File: src/rtl/pt_walker.sv
module pt_walker #(
  parameter int ADDR_W   = 32,
  parameter int DIR_BITS = 10,
  parameter int TBL_BITS = 10,
  parameter int OFF_BITS = 12
) (
  input  logic              clk,
  input  logic              rst_n,
  input  logic              req_valid,
  output logic              req_ready,
  input  logic [ADDR_W-1:0] req_lin,
  input  logic              req_write,
  input  logic [ADDR_W-1:0] dir_base,
  output logic              mem_req_valid,
  input  logic              mem_req_ready,
  output logic [ADDR_W-1:0] mem_req_addr,
  input  logic              mem_rsp_valid,
  input  logic [ADDR_W-1:0] mem_rsp_data,
  output logic              res_valid,
  input  logic              res_ready,
  output logic [ADDR_W-1:0] res_phys,
  output logic              res_fault,
  output logic              res_fault_level,
  output logic [ADDR_W-1:0] res_fault_addr,
  output logic [1:0]        res_dir_flags,
  output logic [1:0]        res_tbl_flags,
  output logic              res_rw,
  output logic              res_us,
  output logic              res_write
);
  localparam int FRAME_W = ADDR_W - OFF_BITS;
  localparam int DIR_PAD = OFF_BITS - DIR_BITS;
  localparam int TBL_PAD = OFF_BITS - TBL_BITS;
  localparam int TBL_LO  = OFF_BITS;
  localparam int DIR_LO  = OFF_BITS + TBL_BITS;

  typedef enum logic [2:0] {S_IDLE, S_PDE, S_PTE, S_DONE, S_FAULT} state_t;

  state_t            st;
  logic [ADDR_W-1:0] lin_q, base_q, pde_q, pte_q, fault_addr_q;
  logic              write_q, sent_q, lvl_q;

  wire in_fetch = (st == S_PDE) || (st == S_PTE);
  wire rsp_take = in_fetch && sent_q && mem_rsp_valid;
  wire ok       = (st == S_DONE);

  wire [ADDR_W-1:0] dir_addr = {base_q[ADDR_W-1:OFF_BITS], lin_q[DIR_LO +: DIR_BITS], {DIR_PAD{1'b0}}};
  wire [ADDR_W-1:0] tbl_addr = {pde_q[ADDR_W-1:OFF_BITS], lin_q[TBL_LO +: TBL_BITS], {TBL_PAD{1'b0}}};

  assign req_ready       = (st == S_IDLE);
  assign mem_req_valid   = in_fetch && !sent_q;
  assign mem_req_addr    = (st == S_PTE) ? tbl_addr : dir_addr;
  assign res_valid       = ok || (st == S_FAULT);
  assign res_fault       = (st == S_FAULT);
  assign res_fault_level = lvl_q;
  assign res_fault_addr  = fault_addr_q;
  assign res_phys        = ok ? {pte_q[ADDR_W-1:OFF_BITS], lin_q[OFF_BITS-1:0]} : '0;
  assign res_dir_flags   = pde_q[2:1];
  assign res_tbl_flags   = ok ? pte_q[2:1] : 2'b00;
  assign res_rw          = ok && pde_q[1] && pte_q[1];
  assign res_us          = ok && pde_q[2] && pte_q[2];
  assign res_write       = write_q;

  always_ff @(posedge clk) begin
    if (!rst_n) begin
      st           <= S_IDLE;
      lin_q        <= '0;
      base_q       <= '0;
      pde_q        <= '0;
      pte_q        <= '0;
      fault_addr_q <= '0;
      write_q      <= 1'b0;
      sent_q       <= 1'b0;
      lvl_q        <= 1'b0;
    end else begin
      if (mem_req_valid && mem_req_ready) sent_q <= 1'b1;
      case (st)
        S_IDLE: if (req_valid) begin
          lin_q        <= req_lin;
          base_q       <= dir_base;
          write_q      <= req_write;
          fault_addr_q <= '0;
          pde_q        <= '0;
          pte_q        <= '0;
          sent_q       <= 1'b0;
          st           <= S_PDE;
        end
        S_PDE: if (rsp_take) begin
          sent_q <= 1'b0;
          pde_q  <= mem_rsp_data;
          if (!mem_rsp_data[0]) begin
            lvl_q        <= 1'b0;
            fault_addr_q <= lin_q;
            st           <= S_FAULT;
          end else begin
            st <= S_PTE;
          end
        end
        S_PTE: if (rsp_take) begin
          sent_q <= 1'b0;
          pte_q  <= mem_rsp_data;
          if (!mem_rsp_data[0]) begin
            lvl_q        <= 1'b1;
            fault_addr_q <= lin_q;
            st           <= S_FAULT;
          end else begin
            st <= S_DONE;
          end
        end
        S_DONE, S_FAULT: if (res_ready) st <= S_IDLE;
        default: st <= S_IDLE;
      endcase
    end
  end
endmodule

File: config.mk
export PLATFORM = sky130hd
export DESIGN_NAME = pt_walker
export DESIGN_NICKNAME = d
export VERILOG_FILES = /design/src/rtl/pt_walker.sv
export SDC_FILE = /design/constraint.sdc
export NUM_CORES = 1
export LEC_CHECK = 0
export ABC_AREA = 0
export CORE_MARGIN = 2
export CORE_UTILIZATION = 40
export CTS_CLUSTER_SIZE = 8
export DETAILED_ROUTE_END_ITERATION = 8
export PLACE_DENSITY = 0.83
export SETUP_SLACK_MARGIN = 0.4
export SYNTH_ARGS = -nofsm -noshare
export SYNTH_HDL_FRONTEND = slang
export SYNTH_SLANG_ARGS = --single-unit
File: constraint.sdc
create_clock -name clk -period 1.7 [get_ports clk]
set_input_delay 0.255 -clock clk [delete_from_list [all_inputs] [get_ports clk]]
set_output_delay 0.255 -clock clk [all_outputs]
set_load 0.05 [all_outputs]
Word-level counts from Yosys, hierarchy flattened

Index checks and enable logic that the tools add are counted.

Bits in registers: 166
Bits in latches: 0
Bits in writable memories: 0
ROM bits: 0
Input bits: 103
Output and inout port bits: 108
Word-level logic and storage cells: 71
Memories kept: 0

$add $sub $neg: 0
Multiply operators: 0
Divide/modulo/power cells: 0
Order comparisons: 0
Equality and inequality tests: 12
Shifts and indexed selects: 0
Mux-type cells: 26
Bitwise gates (word level): 0
Reduce and logical (&&, ||, !) cells: 24

Operators by type and width:

| cell                                                   | number |
|---|---|
| two-way mux 32 bit                                     | 6 |
| one-hot mux 32 bit (2 select lines)                    | 3 |
| two-way mux 3 bit                                      | 6 |
| inequality test 2 bit (second input constant)          | 7 |
| one-hot mux 3 bit (4 select lines)                     | 1 |
| logical AND 1 bit                                      | 8 |
| AND reduction 4 bit                                    | 2 |
| nonzero test 2 bit                                     | 4 |
| two-way mux 1 bit                                      | 7 |
| equality test 3 x 2 -> 1 bit (second input constant)   | 2 |
| AND reduction 3 bit                                    | 2 |
| AND reduction 5 bit                                    | 1 |
| one-hot mux 1 bit (2 select lines)                     | 2 |
| OR reduction 2 bit                                     | 2 |
| equality test 3 x 1 -> 1 bit (second input constant)   | 1 |
| equality test 3 bit (second input constant)            | 1 |
| zero test 3 bit                                        | 1 |
| logical OR 1 bit                                       | 2 |
| two-way mux 2 bit                                      | 1 |
| inequality test 2 x 1 -> 1 bit (second input constant) | 1 |
| AND reduction 2 bit                                    | 1 |
| zero test 1 bit                                        | 1 |

Logic depth before layout (Yosys ltp)

Depth after elaboration: 7
Mapped depth: 7

Worst setup path after synthesis

No wires, ideal clock.

Kind: reg2reg
From: register st[1]
To: register write_q, in the netlist res_write
Setup time: 0.132 ns
Arrival time: 2.417 ns
Required time: 1.568 ns
Path slack: -0.849 ns
Cell stages (with the launch flop): 7
Path buffers: 2
Clock period less this slack: 2.549 ns
Path through: dfxtp_1 > buf_4 > nor3_1 > nand2_1 > clkbuf_1 > nand2_1 > a21oi_1

Word-level cells in the longest chain between the ends: 2

RTL lines:

| what                          | line | RTL |
|---|---|---|
| start: declaration            | 39   | `state_t st;` |
| start signal: assignment      | 66   | `st <= S_IDLE;` |
| start signal: assignment      | 86   | `st <= S_PDE;` |
| start signal: assignment      | 94   | `st <= S_FAULT;` |
| zero test 3 bit               | -    |  |
| named net req_ready           | 10   | `output logic req_ready,` |
| AND reduction 2 bit (no line) | -    |  |
| end signal: assignment        | 81   | `write_q <= req_write;` |
| end: declaration              | 41   | `logic write_q, sent_q, lvl_q;` |

The timed path passes the listed nets, and every way through them passes these cells.
A chain may end at the register's enable or synchronous reset.

Final worst setup path

From: register st[1]
To: output mem_req_addr[27]

Word-level cells in the longest chain between the ends: 2

RTL lines:

| what                         | line | RTL |
|---|---|---|
| equality test 3 x 2 -> 1 bit | 52   | `assign mem_req_addr = (st == S_PTE) ? tbl_addr : dir_addr;` |
| two-way mux 32 bit           | 52   |  |
| end: declaration             | 16   | `output logic [ADDR_W-1:0] mem_req_addr,` |

Every way passes these cells.

==> qor.csv <==
stage,metric,value,unit
drt,drt via density,6.45,
sta,Max-slew headroom,0.585,
sta,setup tns final,-52.54,ns
yosys,Yosys warning count,0,
yosys,"Distinct cells, synth",32,
place,Post-Place Cell Area,8470,sq um
sta,post-route minimum period,2.25,ns
yosys,mean post-synth cell area,7.98,sq um
grt,pin count of the biggest net entering global routing,43,
sta,Final Setup Violations,203,
grt,first-pass GRT wire length,38400,um
grt,grt total ovfl,0,
sta,Worst-Margin Slew,0.615,ns
floorplan,core area,13800,sq um
pwr,Lkg Pwr,0.00497,uW
layout,Final nets,1068,
clock_network,Post-CTS Hold Buffers,0,
min_path,HP Start,dir_base[15],
yosys,"EDFF count, synth",0,
yosys,synthesized instance count,702,
yosys,Synth Register Bits,134,
drt,number of remaining DRC errors,0,
pwr,Pwr Density,777,nW/um^2
drt,routed wire length,35700,um
grt,GRT Total Usage,0.341,
grt,met2 Resource Use GR,0.522,
yosys,top cell type by total area after synthesis,dfxtp_1,
yosys,share of the synthesized area in the top cell type,0.479,
clock_network,CTS tree,yes,
layout,"Cell Count, Final, Fillers Out",1158,
pwr,total power,9670,uW
sta,final period utilization,1.32,
grt,initial antenna violation count,0,
worst_setup_path,critical setup path kind,reg2out,
clock_network,clk sinks,134,
sta,Final Worst Setup Slack,-0.552,ns
worst_setup_path,Worst EP arrival,2.00,ns
outcome,status,finished with violations,
drt,vias,7469,
floorplan,IO Pins,211,
grt,GRT met1 Usage,0.417,
layout,Final Instance Area,12400,sq um
worst_setup_path,CP endpoint kind,output pin,
sta,fmax,0.444,GHz
clock_network,htree depth,4,
clock_network,Max Buffers Root-to-Sink,2,
floorplan,row count,43,
yosys,asr flop ratio synth,0,
sta,RSZ-0062 raised after global routing,yes,
flow_run,Max-Cap Viols,0,
worst_setup_path,Critical Path Source,st[1]$_SDFFE_PN0P_,
worst_setup_path,CP startpoint kind,flop,
drt,Post-DRT Antenna Nets,0,
clock_network,"Clk pin slew, worst setup/hold paths",0.06,ns
pwr,worst vdd ir,911,uV
worst_setup_path,"critical path fanouts, max",6,
floorplan,Die W,122,um
drt,drt first pass iters,5,
yosys,sequential fraction of the synthesis area,0.479,
clock_network,CTS root buf,clkbuf_16,
layout,share of post-route cells with drive strength above 1,0.616,
floorplan,starting density of the core,0.407,
grt,vias in the first global route,6644,
sta,worst-case clock skew,0.0109,ns
place,PortBufs,187,
layout,Area Overhead vs Synth,122,%
sta,max-slew violations,0,
sta,final hold vios,0,
floorplan,die area,15000,sq um
grt,met3 Use GR,0.103,
place,placed cells,1034,
yosys,Area contributors post-synth,"dfxtp_1, nand2_1, a21oi_1, mux2_2, nand3_1",
layout,diode count,0,
outcome,failing checks,setup timing,
place,Final GP Congestion,0.883,
drt,WL/cell,30.8,um
worst_setup_path,Reg-to-Reg Start,st[0]$_SDFFE_PN0P_,
floorplan,Die Span Y,122,um
clock_network,TritonCTS buffer count,17,
worst_setup_path,Crit path required time,1.44,ns
clock_network,Worst-Skew Late Latency,0.44,ns
drt,number of DRC markers in iteration 0,929,
grt,Most Crowded Layer GR,met2,
min_path,Hold Crit Class,in2reg,
sta,final hold slack,0.377,ns
yosys,main flop type after synthesis,dfxtp_1,
place,Post-DP HPWL,12400,um
yosys,mapped cell area,5610,sq um
-- cells in the final DEF (no fill, tap or decap), types with 4 or more instances in the layout --
cell / netlist / final
buf_4: 10 / 57
nand3_2: 0 / 9
clkdlybuf4s50_1: 0 / 80
nand2_2: 0 / 14
clkbuf_8: 0 / 4
a21oi_2: 0 / 106
and3_4: 0 / 34
buf_12: 0 / 83
nand2_1: 188 / 108
nand3_4: 0 / 23
a21oi_1: 132 / 23
nand3_1: 46 / 14
nand2_4: 0 / 66
buf_16: 0 / 18
buf_8: 0 / 7
o21ai_4: 0 / 9
mux2_4: 0 / 29
bufinv_16: 0 / 4
o21ai_2: 0 / 22
clkbuf_16: 0 / 27
buf_6: 4 / 54
dfxtp_1: 134 / 130
-- synth_stat cells (2+ instances only) --
cell type,n
a211o_1,2
a211oi_2,2
a21oi_1,132
and2_1,3
and3_1,34
buf_2,15
buf_4,10
buf_6,4
clkbuf_1,38
dfxtp_1,134
inv_1,2
mux2_2,30
nand2_1,188
nand2b_1,3
nand3_1,46
nand4_1,3
nand4b_1,2
nor2_1,5
nor2b_1,2
nor3_1,3
o21ai_0,33
-- per-layer routing --
metal	routed length, um	vias to the layer above	part of all wire
met5	0	-	0
met4	2940	0	0.082
met3	3990	261	0.11
met2	16100	728	0.45
met1	12600	3551	0.35
li1	-	2929	-
-- path summary, 6_finish.rpt --
| path | to | slack (ns) | cells past startpoint |
|---|---|---|---|
| max reg2reg | res_fault_addr[16]$_SDFFE_PN0P_ | -0.29 | 10 |
| max | mem_req_addr[27] | -0.55 | 7 |
| min | base_q[15]$_SDFFE_PN0P_ | 0.38 | 3 |
| min reg2reg | base_q[13]$_SDFFE_PN0P_ | 0.46 | 2 |
-- cell families after synthesis --
logic type | count (synthesis) | share of synthesized area
flip-flops | 134 | 0.479
AO/OA/AOI/OAI | 175 | 0.164
AND/OR/NAND/NOR | 291 | 0.231
multiplexers | 30 | 0.0603
buffers and inverters | 70 | 0.0623
other | 1 | 0.000669
XOR/XNOR | 1 | 0.00290
-- timing repair --
| action | in CTS | in global routing |
|---|---|---|
| resized for setup | 169 | 374 |
| gates cloned | 20 | 10 |
| setup endpoints to repair | 207 | 208 |
| setup buffers | 38 | 24 |
| pin swaps | 23 | 184 |
-- registers in the layout (all words and copies together), names as in the netlist --
signal / flops
base_q: 20
lin_q: 32
pde_q: 22
pte_q: 22
res_fault_addr: 32
res_fault_level: 1
res_write: 1
sent_q: 1
st: 3
-- per-stage QoR --
stage / setup slack (ns) / util
after floorplan: -0.00115 / -
after detailed placement: -0.197 / 0.615
after global placement: -0.169 / 0.615
after global routing: -0.568 / 0.903
final: -0.552 / 0.903
after CTS: -0.421 / 0.762
-- final cells by class --
type                    instances  area [sq um]
clock buffers                  22           505
fillers                       454          1330
repair buffers                310          4370
flip-flops and latches        134          2690
well taps                     180           225
inverters                       3          17.5
multi-input cells             499          4470
clock inverters                10           163
-- critical path: stages (launching register included) --
cell and delay (ns):
dfxtp_2 0.34, nor2b_4 0.16, nor2b_4 0.22, buf_6 0.13, buf_12 0.10, buf_16 0.12, mux2_4 0.33, buf_12 0.15
-- where the power goes --
part           switching, uW  internal (uW)
clock                   1580           2710
combinational           1110            921
sequential               119           3230
(Power assumes the default switching activity.)
